[src/rtl/lin_hdr_pkg.sv]
// Shared constants, controller state type and the bit-vote helper
// for the LIN header receiver.
package lin_hdr_pkg;

    localparam int DEF_OSR      = 16;   // samples per bit
    localparam int DEF_BRK_BITS = 13;   // minimum break length in bits
    localparam int DEF_HDR_BITS = 57;   // header length limit in bits
    localparam int BYTE_W       = 8;

    typedef enum logic [2:0] {
        S_IDLE,     // hunting for the first dominant sample
        S_BRK,      // inside a dominant run
        S_SYNC,     // receiving the sync byte
        S_ID,       // receiving the identifier byte
        S_WAIT_HI   // after a fault, waiting for a recessive line
    } hdr_state_e;

    // Majority of three samples.
    function automatic logic vote3(input logic a, input logic b, input logic c);
        return (a & b) | (a & c) | (b & c);
    endfunction

endpackage

[src/rtl/lin_brk_det.sv]
// Break detector. While armed, it measures dominant runs in sample ticks.
// Outputs are combinational and qualified by the tick of the current
// sample, so the controller reacts at the same clock edge.
// Assumes lin_rx is synchronous to clk.
module lin_brk_det #(
    parameter int BRK_TICKS = 208
) (
    input  logic clk,
    input  logic rst_n,
    input  logic tick,
    input  logic rx,
    input  logic arm,
    output logic first,      // first dominant sample of a run
    output logic len_ok,     // run has just reached BRK_TICKS
    output logic done,       // recessive after a long enough run
    output logic short_run   // recessive after a too-short run
);
    localparam int CW = $clog2(BRK_TICKS + 1);
    localparam logic [CW-1:0] CNT_MAX = CW'(BRK_TICKS);
    localparam logic [CW-1:0] CNT_PRE = CW'(BRK_TICKS - 1);

    logic          busy;
    logic [CW-1:0] cnt;

    // Decode run events from the current sample.
    always_comb begin
        first     = arm && !busy && tick && !rx;
        len_ok    = busy && tick && !rx && (cnt == CNT_PRE);
        done      = busy && tick && rx && (cnt == CNT_MAX);
        short_run = busy && tick && rx && (cnt < CNT_MAX);
    end

    // Count dominant ticks, saturating at the break length.
    always_ff @(posedge clk) begin
        if (!rst_n || !arm) begin
            busy <= 1'b0;
            cnt  <= '0;
        end else if (tick) begin
            if (!busy && !rx) begin
                busy <= 1'b1;
                cnt  <= CW'(1);
            end else if (busy && !rx) begin
                if (cnt != CNT_MAX) cnt <= cnt + 1'b1;
            end else if (busy && rx) begin
                busy <= 1'b0;
            end
        end
    end

endmodule

[src/rtl/lin_byte_smp.sv]
// Oversampled byte sampler. While enabled, it waits for a start bit.
// It judges each bit by a majority of the three samples around the bit
// centre and shifts in the data bits LSB first. It flags the stop bit
// result at its decision sample. A start bit that is judged high is
// dropped. Assumes OSR >= 8.
module lin_byte_smp
    import lin_hdr_pkg::*;
#(
    parameter int OSR = 16
) (
    input  logic              clk,
    input  logic              rst_n,
    input  logic              tick,
    input  logic              rx,
    input  logic              en,
    output logic              byte_ok,    // stop bit judged high
    output logic              frame_bad,  // stop bit judged low
    output logic [BYTE_W-1:0] data
);
    localparam int PW = $clog2(OSR);
    localparam logic [PW-1:0] PH_V1   = PW'(OSR/2 - 1);
    localparam logic [PW-1:0] PH_V2   = PW'(OSR/2);
    localparam logic [PW-1:0] PH_DEC  = PW'(OSR/2 + 1);
    localparam logic [PW-1:0] PH_LAST = PW'(OSR - 1);
    localparam logic [3:0]    BI_STOP = 4'(BYTE_W + 1);

    logic          busy;
    logic [PW-1:0] ph;
    logic [3:0]    bi;
    logic          s_a, s_b;
    logic          dec, bitv;

    // Decision sample and the voted bit value.
    always_comb begin
        dec       = en && busy && tick && (ph == PH_DEC);
        bitv      = vote3(s_a, s_b, rx);
        byte_ok   = dec && (bi == BI_STOP) && bitv;
        frame_bad = dec && (bi == BI_STOP) && !bitv;
    end

    // Track the sample phase and bit index, take votes and shift data.
    always_ff @(posedge clk) begin
        if (!rst_n) begin
            busy <= 1'b0;
            ph   <= '0;
            bi   <= '0;
            s_a  <= 1'b1;
            s_b  <= 1'b1;
            data <= '0;
        end else if (!en) begin
            busy <= 1'b0;
        end else if (tick) begin
            if (!busy) begin
                if (!rx) begin
                    busy <= 1'b1;
                    ph   <= PW'(1);
                    bi   <= '0;
                end
            end else begin
                if (ph == PH_LAST) begin
                    ph <= '0;
                    bi <= bi + 1'b1;
                end else begin
                    ph <= ph + 1'b1;
                end
                if (ph == PH_V1) s_a <= rx;
                if (ph == PH_V2) s_b <= rx;
                if (ph == PH_DEC) begin
                    if (bi == 4'd0 && bitv)  busy <= 1'b0;
                    if (bi != 4'd0 && bi != BI_STOP) data <= {bitv, data[BYTE_W-1:1]};
                    if (bi == BI_STOP)       busy <= 1'b0;
                end
            end
        end
    end

endmodule

[src/rtl/lin_hdr_tmr.sv]
// Header length timer. Loads 1 on the first dominant sample of a break
// and counts sample ticks while the header is in progress. Expires on
// the tick after LIMIT ticks have passed.
module lin_hdr_tmr #(
    parameter int LIMIT = 912
) (
    input  logic clk,
    input  logic rst_n,
    input  logic tick,
    input  logic start,
    input  logic run,
    output logic expired
);
    localparam int CW = $clog2(LIMIT + 2);
    localparam logic [CW-1:0] T_LIM = CW'(LIMIT);
    localparam logic [CW-1:0] T_SAT = CW'(LIMIT + 1);

    logic [CW-1:0] cnt;

    // Expiry on the tick numbered LIMIT+1.
    always_comb expired = run && tick && (cnt == T_LIM);

    // Load on a break start, otherwise count ticks while running.
    always_ff @(posedge clk) begin
        if (!rst_n) begin
            cnt <= '0;
        end else if (start) begin
            cnt <= CW'(1);
        end else if (run && tick && cnt != T_SAT) begin
            cnt <= cnt + 1'b1;
        end
    end

endmodule

[src/rtl/lin_hdr_rx.sv]
// LIN slave header receiver. It sequences break, sync byte and
// identifier byte under a whole-header timeout, and owns the flags,
// the interrupt pulse, the identifier register and the mute state.
// Assumes lin_rx is synchronised and the break delimiter lasts at
// least one sample tick.
module lin_hdr_rx
    import lin_hdr_pkg::*;
#(
    parameter int          OSR      = DEF_OSR,
    parameter int          BRK_BITS = DEF_BRK_BITS,
    parameter int          HDR_BITS = DEF_HDR_BITS,
    parameter logic [7:0]  SYNC_VAL = 8'h55
) (
    input  logic       clk,
    input  logic       rst_n,
    input  logic       os_tick,
    input  logic       lin_rx,
    input  logic       flag_clr,
    output logic       hdr_seen,
    output logic       hdr_fault,
    output logic       hdr_irq,
    output logic [7:0] frame_id,
    output logic       mute
);
    localparam int BRK_TICKS = OSR * BRK_BITS;
    localparam int HDR_TICKS = OSR * HDR_BITS;

    hdr_state_e        state, nxt;
    logic              brk_first, brk_len_ok, brk_done, brk_short;
    logic              smp_ok, smp_bad;
    logic [BYTE_W-1:0] smp_data;
    logic              hdr_tmo;
    logic              ev_ok, ev_err;
    logic              brk_arm, smp_en, tmr_run;

    // Enables handed to the sub-blocks.
    always_comb begin
        brk_arm = (state == S_IDLE) || (state == S_BRK);
        smp_en  = (state == S_SYNC) || (state == S_ID);
        tmr_run = (state == S_BRK) || smp_en;
    end

    lin_brk_det #(.BRK_TICKS(BRK_TICKS)) u_brk (
        .clk(clk), .rst_n(rst_n), .tick(os_tick), .rx(lin_rx), .arm(brk_arm),
        .first(brk_first), .len_ok(brk_len_ok), .done(brk_done), .short_run(brk_short)
    );

    lin_byte_smp #(.OSR(OSR)) u_smp (
        .clk(clk), .rst_n(rst_n), .tick(os_tick), .rx(lin_rx), .en(smp_en),
        .byte_ok(smp_ok), .frame_bad(smp_bad), .data(smp_data)
    );

    lin_hdr_tmr #(.LIMIT(HDR_TICKS)) u_tmr (
        .clk(clk), .rst_n(rst_n), .tick(os_tick), .start(brk_first),
        .run(tmr_run), .expired(hdr_tmo)
    );

    // Next state and header outcome; the timeout has priority.
    always_comb begin
        nxt    = state;
        ev_ok  = 1'b0;
        ev_err = 1'b0;
        unique case (state)
            S_IDLE: if (brk_first) nxt = S_BRK;
            S_BRK: begin
                if (hdr_tmo)        begin ev_err = 1'b1; nxt = S_WAIT_HI; end
                else if (brk_done)  nxt = S_SYNC;
                else if (brk_short) nxt = S_IDLE;
            end
            S_SYNC: begin
                if (hdr_tmo || smp_bad) begin ev_err = 1'b1; nxt = S_WAIT_HI; end
                else if (smp_ok) begin
                    if (smp_data == SYNC_VAL) nxt = S_ID;
                    else begin ev_err = 1'b1; nxt = S_WAIT_HI; end
                end
            end
            S_ID: begin
                if (hdr_tmo || smp_bad) begin ev_err = 1'b1; nxt = S_WAIT_HI; end
                else if (smp_ok)        begin ev_ok  = 1'b1; nxt = S_IDLE; end
            end
            S_WAIT_HI: if (os_tick && lin_rx) nxt = S_IDLE;
            default: nxt = S_IDLE;
        endcase
    end

    // Controller state register.
    always_ff @(posedge clk) begin
        if (!rst_n) state <= S_IDLE;
        else        state <= nxt;
    end

    // Flags, interrupt pulse, identifier and mute.
    always_ff @(posedge clk) begin
        if (!rst_n) begin
            hdr_seen  <= 1'b0;
            hdr_fault <= 1'b0;
            hdr_irq   <= 1'b0;
            frame_id  <= '0;
            mute      <= 1'b1;
        end else begin
            hdr_seen  <= ev_ok  | (hdr_seen  & ~flag_clr);
            hdr_fault <= ev_err | (hdr_fault & ~flag_clr);
            hdr_irq   <= ev_ok | ev_err;
            if (ev_ok) frame_id <= smp_data;
            if (ev_ok) mute <= 1'b0;
            else if (ev_err || (state == S_BRK && brk_len_ok)) mute <= 1'b1;
        end
    end

    // the interrupt is never longer than one cycle.
    assert_irq_single_R8: assert property (@(posedge clk) disable iff (!rst_n)
        hdr_irq |=> !hdr_irq);

    // a new valid header comes with mute released.
    assert_seen_unmutes_R6: assert property (@(posedge clk) disable iff (!rst_n)
        $rose(hdr_seen) |-> !mute);

    // mute drops only together with a valid-header event.
    assert_wake_needs_hdr_R7: assert property (@(posedge clk) disable iff (!rst_n)
        $fell(mute) |-> (hdr_irq && hdr_seen));

    // the identifier register changes only on a valid header.
    assert_id_on_hdr_R6: assert property (@(posedge clk) disable iff (!rst_n)
        !$stable(frame_id) |-> (hdr_irq && hdr_seen));

    // a fault and a valid header never begin together.
    assert_fault_excl_R7: assert property (@(posedge clk) disable iff (!rst_n)
        $rose(hdr_fault) |-> !$rose(hdr_seen));

    // the sync field is received only while muted.
    assert_sync_muted_R10: assert property (@(posedge clk) disable iff (!rst_n)
        (state == S_SYNC && $past(state) == S_BRK) |-> mute);

endmodule

[config.mk]
export PLATFORM = sky130hd
export DESIGN_NAME = lin_hdr_rx
export DESIGN_NICKNAME = d
export VERILOG_FILES = /design/src/rtl/lin_hdr_pkg.sv /design/src/rtl/lin_brk_det.sv /design/src/rtl/lin_byte_smp.sv /design/src/rtl/lin_hdr_tmr.sv /design/src/rtl/lin_hdr_rx.sv
export SDC_FILE = /design/constraint.sdc
export NUM_CORES = 1
export LEC_CHECK = 0
export ABC_AREA = 1
export BUFFER_PORTS_ARGS = -buffer_cell sky130_fd_sc_hd__buf_2
export CAP_MARGIN = 30
export CORE_ASPECT_RATIO = 0.7
export CORE_MARGIN = 3
export CORE_UTILIZATION = 60
export DETAILED_ROUTE_END_ITERATION = 7
export GPL_TIMING_DRIVEN = 1
export PLACE_DENSITY = 0.79
export SLEW_MARGIN = 30
export SYNTH_ARGS = -nofsm -noshare
export SYNTH_HDL_FRONTEND = slang
export SYNTH_SLANG_ARGS = --single-unit
[constraint.sdc]
create_clock -name clk -period 1.9 [get_ports clk]
set_clock_uncertainty 0.05 [all_clocks]
set_input_delay 0.285 -clock clk [delete_from_list [all_inputs] [get_ports clk]]
set_output_delay 0.285 -clock clk [all_outputs]
set_load 0.02 [all_outputs]
==> qor.yml, run 1 <==
wirelength_mm: 5.83
relSlewSlack_pct: 68.2
synth_top_area_share_pct: 37.6
drive_gt1_share_pct: 11.1
pre_cts_slack_ps: 157
gp_congestion: 0.845
cts-root-buf: "clkbuf_8"
tightest_slew_ps: 474
cts_hold_buf: 0
leakagePower_nw: 1.31
status: "complete, no violations"
post-route-period-util_pct: 92.0
yosys_warnings: 0
wl_per_cell_um: 12.2
ioPinCount: 17
synth_area_leaders: "dfxtp_1, nand2_1, inv_1"
r2r-end: "hdr_seen"
yosys.area.top_type: "dfxtp_1"
rows: 20
setup_viol: 0
area_growth_pct: 9.62
die_w_um: 88.0
synth_nets: 419
cp_max_fo: 12
nNetsFinal: 441
fmax_ghz: 0.572
synth_edf_count: 0
post_synth.cell_area_avg_um2: 7.04
drt_iter0_markers: 158
yosysSeqAreaShare_pct: 37.6
ys_seq_elements: 53
grt_antenna_before_repair: 0
synth.most_common_cell: "nand2_1"
crit_path_start: "u_smp.bi[1]"
hp-class: "primary input to flip-flop"
track_usage_pct: 22.0
clk_latency_ps: 310
htreeDepth: 2
dp_hpwl_mm: 4.36
drt.antenna.violating_nets: 0
cts_tree: "yes"
final_core_util_pct: 69.8
worstSetupEndpointType: "flip-flop"
grt_pass1_wl_mm: 9.92
rr_worst_depth: 9
die_y_um: 63.4
peakVddDrop_v: 0.000449
fillCellCount: 354
synth_common_cells: "nand2_1, inv_1, dfxtp_1"
fin_cells: 479
clk_transition_reported_paths_ps: 100
register_area_mm2: 0.00106
maxCapViolCount: 0
cp.arrival_ps: 1950
port_buffers: 16
start_util_pct: 63.7
synth_flop_cell: "dfxtp_1"
multiInputGateArea_mm2: 0.00151
setup.worst_path.start_class: "flip-flop"
overflow: 0
remaining_drc_errors: 0
worstSetupPathType: "flip-flop to flip-flop"
async_flop_share_pct: 0
drt-vias-per-instance: 5.30
r2r_setup_slack_ps: 150
grt_max_degree: 21
fin_ws_ps: 152
final_max_slew_viol_count: 0
syn-cell-area_mm2: 0.00282
syn_inst: 401
place_inst: 470
crit_required_ps: 2100
first_pass_iters: 4
finalHoldViolations: 0
cts_buffers: 5
clock_sinks: 53
fin_hold_ws_ps: 175
vias: 2537
num_antenna_cells: 0
layout_min_cycle_time_ps: 1750
clockBufferDepth: 2
r2r_start: "u_smp.bi[1]"
die_area_mm2: 0.00557
p_total_mw: 2.13
crit_end: "hdr_seen"
powerDensity_mw_per_mm2: 688
ys_types: 37
coreArea_mm2: 0.00443
grt_pass1_vias: 2278
[kinds of logic (layout without fill, tap and decap cells)]
group | after synthesis | count (layout) | share of synthesized area [%]
simple gates | 185 | 185 | 30.0
compound gates | 78 | 78 | 15.2
buf+inv | 64 | 87 | 8.96
flops | 53 | 53 | 37.6
fa+ha+maj | 13 | 13 | 5.77
xor+xnor | 8 | 8 | 2.48
[how the worst min path moves through the flow]
| stage | from | endpoint | slack, ps | depth (start not counted) |
|---|---|---|---|---|
| after floorplan | u_smp.s_b | u_smp.s_b | 390 | 2 |
| after global placement | hdr_fault | hdr_fault | 400 | 2 |
| after detailed placement | hdr_seen | hdr_seen | 410 | 2 |
| after CTS | flag_clr | hdr_seen | 170 | 4 |
| after global routing | flag_clr | hdr_seen | 180 | 4 |
| final | flag_clr | hdr_seen | 180 | 4 |
[where the power goes]
part / switching [mW] / internal (mW) / leakage, nW
registers: 0.0176 / 1.13 / 0.428
clock network: 0.394 / 0.402 / 0.0591
logic: 0.127 / 0.0600 / 0.824
total: 0.539 / 1.59 / 1.31
[stage by stage]
| stage | instance area, µm² | setup TNS (ps) |
|---|---|---|
| after detailed placement | 2970 | 0 |
| after global placement | 2970 | 0 |
| final | 3090 | 0 |
| after floorplan | 2820 | 0 |
| after global routing | 3090 | -0.852 |
| after CTS | 3080 | 0 |
[state kept, by name, summed over array words and instances (netlist names)]
signal,count
frame_id,8
hdr_fault,1
hdr_irq,1
hdr_seen,1
mute,1
state,3
u_brk.busy,1
u_brk.cnt,8
u_smp.bi,4
u_smp.busy,1
u_smp.data,8
u_smp.ph,4
u_smp.s_a,1
u_smp.s_b,1
u_tmr.cnt,10
[per-layer routing]
metal  global-route usage, %  part of all wire [%]
met4                    6.90                   1.1
met1                    32.3                    54
met3                    4.31                   3.6
met5                       0                     0
met2                    32.3                    41
[critical path: stages, from the launching register on]
cell	delay [ps]
dfxtp_1	330
inv_1	110
ha_1	170
nand3_1	180
inv_1	170
nand3_4	100
nor2_4	100
nand2_2	180
buf_4	200
a21oi_1	100
[layout make-up]
| class | count | area share (%) |
|---|---|---|
| multi-input cells | 284 | 48.7 |
| flip-flops and latches | 53 | 34.3 |
| inverters | 58 | 7.12 |
| repair buffers | 21 | 3.80 |
| clock buffers | 5 | 2.22 |
| well taps | 55 | 2.22 |
| clock inverters | 3 | 1.54 |
[cells in the final DEF, fill, tap and decap left out, drive strengths merged, types with 12 or more instances in the layout]
cell type  instances
a21oi             40
buf               21
dfxtp             53
ha                13
inv               60
nand2             86
nand3             21
nor2              53
nor3              12
o21ai             27
[timing repair]
action	4_1_cts	5_1_grt
endpoints found under the setup margin	0	8
resized for setup	0	3
endpoints found under the hold margin	0	0
buffers inserted	0	1
Power figures use the tool's default switching activity.
==> inputs of run 2 (changes only) <==
--- a/config.mk
+++ b/config.mk
@@ -13,8 +13,9 @@
 export CORE_UTILIZATION = 60
 export DETAILED_ROUTE_END_ITERATION = 7
 export GPL_TIMING_DRIVEN = 1
-export PLACE_DENSITY = 0.79
+export PLACE_DENSITY = 0.78
 export SLEW_MARGIN = 30
 export SYNTH_ARGS = -nofsm -noshare
 export SYNTH_HDL_FRONTEND = slang
+export SYNTH_HIERARCHICAL = 1
 export SYNTH_SLANG_ARGS = --single-unit
==> run 2 against run 1 <==
Compared with the run above: via count rose by 26%; non-clock buffer count is 27 higher; global-route usage up 3.6 points; synthesized cell count increased by 22%; setup slack worse by 76 ps; combinational power is 54% higher; sequential share of layout area shrank 5.8 points; register-to-register slack got worse by 80 ps; die area is 12% higher; clock power down 21%; first-iteration DRC count rose by 37%; design area increased by 21%; largest power group unchanged.
==> qor.yml, run 2 <==
status: "complete, no violations"
post_synth.cell_area_avg_um2: 6.54  # -7.0%
worstSetupEndpointType: "flip-flop"
grt_pass1_vias: 2763  # +21%
synth.most_common_cell: "nand2_1"
cts-root-buf: "clkbuf_8"
die_w_um: 93.3  # +6.0%
synth_common_cells: "nand2_1, nor2_1, inv_1"
num_antenna_cells: 0  # unchanged
rr_worst_depth: 12  # +3
clk_transition_reported_paths_ps: 100  # about the same
cts_tree: "yes"
hp-class: "primary input to flip-flop"
finalHoldViolations: 0  # unchanged
fmax_ghz: 0.548  # -4.2%
synth_edf_count: 0  # unchanged
r2r_setup_slack_ps: 80  # -80 ps
layout_min_cycle_time_ps: 1820  # +76.2 ps
peakVddDrop_v: 0.000433  # -3.4%
drt_iter0_markers: 217  # +37%
overflow: 0  # unchanged
drive_gt1_share_pct: 21.9  # +11 points
vias: 3191  # +26%
crit_required_ps: 2050  # -50 ps
synth_top_area_share_pct: 33.2  # -4.4 points
start_util_pct: 64.4  # +0.72 points
tightest_slew_ps: 373  # -101 ps
clock_sinks: 53  # unchanged
fin_ws_ps: 76.3  # -76.2 ps
pre_cts_slack_ps: 34.4  # -123 ps
r2r_start: "u_smp/ph[1]"
powerDensity_mw_per_mm2: 552  # -20%
drt.antenna.violating_nets: 0  # unchanged
holdCritStartpoint: "rst_n"
synth_nets: 507  # +21%
top_register: "u_tmr/cnt"
syn-cell-area_mm2: 0.00320  # +13%
fin_hold_ws_ps: 254  # +78.5 ps
syn_inst: 489  # +22%
fillCellCount: 395  # +12%
ys_types: 35  # -5.4%
area_growth_pct: 17.1
rows: 21  # +5.0%
yosys.area.top_type: "dfxtp_1"
post-route-period-util_pct: 96.0  # +4.0 points
synth_flop_cell: "dfxtp_1"
cts_hold_buf: 0  # unchanged
track_usage_pct: 25.7  # +3.6 points
yosysSeqAreaShare_pct: 33.2  # -4.4 points
first_pass_iters: 5  # +1
cp.arrival_ps: 1980  # +30 ps
hold_path_depth: 2  # -2
gp_congestion: 0.890  # +5.3%
synth_area_leaders: "dfxtp_1, nand2_1, nor2_1"
wl_per_cell_um: 12.8  # +5.0%
worstSetupPathType: "flip-flop to flip-flop"
maxCapViolCount: 0  # unchanged
grt_max_degree: 17  # -19%
cts_buffers: 5  # unchanged
relSlewSlack_pct: 74.9  # +6.8 points
leakagePower_nw: 1.73  # +32%
grt_pass1_wl_mm: 12.7  # +28%
wirelength_mm: 7.79  # +34%
async_flop_share_pct: 0  # unchanged
htreeDepth: 2  # unchanged
coreArea_mm2: 0.00497  # +12%
port_buffers: 16  # unchanged
clockBufferDepth: 2  # unchanged
setup.worst_path.start_class: "flip-flop"
dp_hpwl_mm: 5.88  # +35%
die_area_mm2: 0.00626  # +12%
hold_end: "u_smp/s_a"
die_y_um: 67.1  # +5.9%
final_max_slew_viol_count: 0  # unchanged
ys_seq_elements: 53  # unchanged
yosys_warnings: 6  # +6
most-common-layout-cells: "nand2_1, nor2_1, inv_1"
r2r-end: "frame_id[3]"
cp_max_fo: 8  # -4
setup_viol: 0  # unchanged
ioPinCount: 17  # unchanged
remaining_drc_errors: 0  # unchanged
nNetsFinal: 557  # +26%
final_common_cell: "nand2_1"
largest_reg_flops: 10  # unchanged
drt-vias-per-instance: 5.24  # -1.1%
grt_antenna_before_repair: 0  # unchanged
clk_latency_ps: 310  # about the same
run 2: cells by family (layout without fill, tap and decap cells):
group | after synthesis | count (layout) | share of synthesized area, %
xor gates and xnor gates | 4 | 4 | 1.09
DFF | 53 | 53 | 33.2
adders and majority gates | 13 | 13 | 5.08
buffers and inverters | 83 | 134 | 10.3
AOI/OAI and AO/OA | 46 | 46 | 8.45
and+or+nand+nor | 290 | 290 | 41.9
run 2: through the flow:
step / util [%] / std cells / cell area (µm²) / total power, mW / setup TNS [ps]
2_1_floorplan: - / 489 / 3220 / 1.36 / 0
3_3_place_gp: 71.7 / 596 / 3560 / 1.45 / 0
3_5_place_dp: 71.7 / 596 / 3560 / 1.45 / 0
4_1_cts: 73.5 / 604 / 3650 / 2.08 / 0
5_1_grt: 75.4 / 609 / 3740 / 2.18 / -131
6_report: 75.4 / 609 / 3740 / 2.07 / 0
run 2: power breakdown:
part           leakage (nW)  switching, mW  total (mW)  internal, mW
registers             0.432         0.0186        1.15          1.13
clock network        0.0439          0.376       0.631         0.255
logic                  1.25          0.182       0.288         0.106
total                  1.73          0.577        2.07          1.49
run 2: how the worst max path moves through the flow:
stage / to / startpoint / cells past startpoint / slack [ps]
after floorplan: frame_id[7] / state[1] / 12 / 30
after global placement: frame_id[2] / u_smp/ph[1] / 12 / 120
after detailed placement: frame_id[0] / u_smp/ph[1] / 13 / 30
after CTS: frame_id[4] / u_smp/ph[1] / 13 / 5
after global routing: hdr_fault / u_tmr/cnt[8] / 10 / -40
final: frame_id[3] / u_smp/ph[1] / 12 / 80
run 2: routing by layer:
layer  up-vias  GRT usage [%]  share of wire [%]  wire (µm)
li1       1640              -                  -          -
met1      1439           38.6                 51       3970
met2       102           35.3                 41       3170
met3        10           5.53                7.0        546
met4         0           8.96                1.3        101
met5         -              0                  0          0
run 2: cell type report:
cell class	instances	area, µm²	area share [%]
tap	69	86.3	2.31
clock buffer	5	68.8	1.84
timing repair buffer	48	333	8.89
inverter	78	295	7.89
multi-input combinational	353	1870	50.1
clock inverter	3	17.5	0.468
sequential	53	1070	28.6
run 2: critical path, cell delays in order, from the launching register on:
cell and delay, ps:
dfxtp_2 330, inv_2 80, ha_4 150, nand3_4 80, nor2_4 110, nand4_1 140
nor2_2 210, nor2_4 70, inv_2 100, nor3_4 50, buf_4 160, o21ai_0 140
nor2_1 50
run 2: timing repair:
| action | 4_1_cts | 5_1_grt |
|---|---|---|
| setup endpoints to repair | 8 | 14 |
| hold endpoints to repair | 0 | 0 |
| gates resized for setup | 1 | 22 |
| gates cloned | 0 | 0 |
| buffers inserted | 0 | 5 |
| pin swaps | 0 | 4 |
==> inputs of run 3 (changes only) <==
--- a/config.mk
+++ b/config.mk
@@ -5,7 +5,6 @@
 export SDC_FILE = /design/constraint.sdc
 export NUM_CORES = 1
 export LEC_CHECK = 0
-export ABC_AREA = 1
 export BUFFER_PORTS_ARGS = -buffer_cell sky130_fd_sc_hd__buf_2
 export CAP_MARGIN = 30
 export CORE_ASPECT_RATIO = 0.7
@@ -13,7 +12,7 @@
 export CORE_UTILIZATION = 60
 export DETAILED_ROUTE_END_ITERATION = 7
 export GPL_TIMING_DRIVEN = 1
-export PLACE_DENSITY = 0.78
+export PLACE_DENSITY = 0.79
 export SLEW_MARGIN = 30
 export SYNTH_ARGS = -nofsm -noshare
 export SYNTH_HDL_FRONTEND = slang
==> run 3 against run 2 <==
Compared with the run above: the run now ends with negative setup slack left; synthesized cell count shrank 30%; cell count shrank 21%; clock-buffer cell count is the same; clock power grew 10%; critical path depth shrank 2; first-iteration DRC count grew 16%; sequential power is essentially flat; synthesized area shrank 4.7%; wire length grew 1.2%; global-route usage grew 1.5 points; setup slack lost 220 ps; non-clock buffer count grew 27; highest routed layer unchanged.
==> qor.yml, run 3 <==
status: "finished with violations"
failed_checks: "negative setup slack"
vias: 2906  # -8.9%
rows: 21  # unchanged
dp_hpwl_mm: 5.33  # -9.3%
yosys.area.top_type: "dfxtp_1"
final_core_util_pct: 78.5  # +3.1 points
r2r_setup_slack_ps: -150  # -220 ps
drive_gt1_share_pct: 29.1  # +7.3 points
cp_max_fo: 6  # -2
clockBufferDepth: 2  # unchanged
synth_top_family_by_area: "simple AND/OR/NAND/NOR gates"
cts-root-buf: "clkbuf_8"
hold_path_depth: 2  # unchanged
synth_nets: 359  # -29%
fin_ws_ps: -148  # -224 ps
first_pass_iters: 5  # unchanged
syn-cell-area_mm2: 0.00305  # -4.7%
synth.most_common_cell: "dfxtp_1"
coreArea_mm2: 0.00483  # -2.6%
grt_antenna_before_repair: 0  # unchanged
cp.arrival_ps: 2220  # +240 ps
fin_hold_ws_ps: 206  # -48.0 ps
start_util_pct: 63.0  # -1.4 points
maxCapViolCount: 0  # unchanged
rr_worst_depth: 10  # -2
hold_end: "u_smp/s_b"
r2r_start: "u_smp/ph[1]"
ys_types: 61  # +74%
drt_iter0_markers: 252  # +16%
synth_simple_gate_area_share_pct: 30.5  # -11 points
relSlewSlack_pct: 66.3  # -8.6 points
syn_inst: 341  # -30%
synth_compound_area_share_pct: 15.9  # +7.4 points
worstSetupEndpointType: "flip-flop"
post-route-period-util_pct: 108  # +12 points
ioPinCount: 17  # unchanged
remaining_drc_errors: 0  # unchanged
cts_buffers: 5  # unchanged
r2r-end: "frame_id[4]"
cts_tree: "yes"
powerDensity_mw_per_mm2: 532  # -3.7%
yosys.area_share.adder_pct: 5.67  # +0.58 points
die_y_um: 65.6  # -2.2%
overflow: 0  # unchanged
tightest_slew_ps: 498  # +125 ps
p_total_mw: 2.02  # -2.4%
final_max_slew_viol_count: 0  # unchanged
leakagePower_nw: 1.48  # -14%
synthMuxAreaShare_pct: 7.88  # +7.9 points
synth_flop_cell: "dfxtp_1"
grt_max_degree: 23  # +6
num_antenna_cells: 0  # unchanged
async_flop_share_pct: 0  # unchanged
top_register: "u_tmr/cnt"
synth_common_cells: "dfxtp_1, nand2_1, mux2i_1"
drt-vias-per-instance: 6.04  # +15%
htreeDepth: 2  # unchanged
most-common-layout-cells: "buf_4, dfxtp_1, nand2_1"
ys_seq_elements: 53  # unchanged
port_buffers: 16  # unchanged
hp-class: "primary input to flip-flop"
yosysSeqAreaShare_pct: 34.8  # +1.6 points
fillCellCount: 344  # -13%
holdCritStartpoint: "rst_n"
synth_xor_area_share_pct: 0  # -1.1 points
post_synth.cell_area_avg_um2: 8.94  # +37%
finalHoldViolations: 0  # unchanged
crit_required_ps: 2070  # +20 ps
worstSetupPathType: "flip-flop to flip-flop"
synth_area_leaders: "dfxtp_1, mux2i_1, ha_1"
peakVddDrop_v: 0.000418  # -3.5%
layout_min_cycle_time_ps: 2050  # +224 ps
area_growth_pct: 24.5
wirelength_mm: 7.88  # +1.2%
synth_top_area_share_pct: 34.8  # +1.6 points
largest_reg_flops: 10  # unchanged
clk_transition_reported_paths_ps: 110  # about the same
setup_viol: 14  # +14
fmax_ghz: 0.488  # -11%
rsz0062_at_grt: "true"
die_area_mm2: 0.00598  # -4.4%
grt_pass1_wl_mm: 13.2  # +4.2%
yosys_warnings: 6  # unchanged
gp_congestion: 0.885  # -0.61%
final_common_cell: "buf_4"
nNetsFinal: 429  # -23%
grt_pass1_vias: 2709  # -2.0%
wl_per_cell_um: 16.4  # +28%
setup.worst_path.start_class: "flip-flop"
clk_latency_ps: 320  # about the same
clock_sinks: 53  # unchanged
track_usage_pct: 27.1  # +1.5 points
die_w_um: 91.2  # -2.2%
drt.antenna.violating_nets: 0  # unchanged
synth_edf_count: 0  # unchanged
run 3: cell types whose count changed after synthesis, moves of 13 or more:
cell     before  now
nand3_1      49   11
nor2_2       14    0
inv_1        70   22
a21oi_1      20    7
nor2_1       74   17
nand2_1     120   30
nor2b_1       0   16
mux2i_1       0   24
run 3: layout make-up:
class | instances | area, µm² | area share, %
tap | 69 | 86.3 | 2.27
multi-input combinational | 254 | 1930 | 51.0
sequential | 53 | 1070 | 28.2
clock inverter | 3 | 25.0 | 0.659
clock buffer | 5 | 68.8 | 1.81
inverter | 22 | 85.1 | 2.24
timing repair buffer | 75 | 527 | 13.9
run 3: kinds of logic after synthesis:
kind of cell             Yosys count
AND/OR/NAND/NOR                  148
AO/OA/AOI/OAI                     67
buffers and inverters             35
flip-flops                        53
multiplexers                      24
adder cells (fa/ha/maj)           14
run 3: power by group:
part / internal, mW / switching (mW) / leakage, nW
registers: 1.12 / 0.00790 / 0.430
logic: 0.0809 / 0.115 / 1.00
clock network: 0.270 / 0.424 / 0.0466
run 3: timing repair:
action / CTS / global route
endpoints found under the setup margin: 14 / 16
gates cloned: 1 / 0
resized for setup: 18 / 4
pin swaps: 13 / 7
hold buffers: 0 / 0
setup buffers: 7 / 2
run 3: metal layers:
metal  share of wire (%)  GRT usage (%)  up-vias
met4                0.82           7.14        0
met3                 5.3           4.23        9
met1                  47           37.0     1411
met5                   0              0        -
li1                    -              -     1397
met2                  47           45.0       89
run 3: stage by stage:
step           setup WS [ps]  area, µm²  setup TNS [ps]  std cells
6_report                -148       3800           -1540        481
5_1_grt                 -265       3800           -3240        481
4_1_cts                 -132       3750           -1140        479
3_5_place_dp            -224       3530           -1930        463
3_3_place_gp           -88.5       3530            -824        463
2_1_floorplan           -117       3080            -822        341
run 3: worst max-delay path, cell delays in order, from the launching register on:
cell and delay [ps]:
dfxtp_2 340, inv_2 70, ha_4 120, and4b_2 230, nand4_1 150, buf_4 190
nor2_4 110, buf_4 120, and3_4 250, mux2i_1 220, nor2b_1 70
run 3: worst max path at each step:
stage / start / end / slack, ps
final: u_smp/ph[1] / frame_id[4] / -150
after global routing: u_smp/ph[1] / state[0] / -260
after CTS: u_smp/ph[1] / frame_id[4] / -130
after detailed placement: u_smp/ph[1] / frame_id[4] / -220
after global placement: u_smp/ph[1] / frame_id[7] / -90
after floorplan: state[2] / frame_id[6] / -120
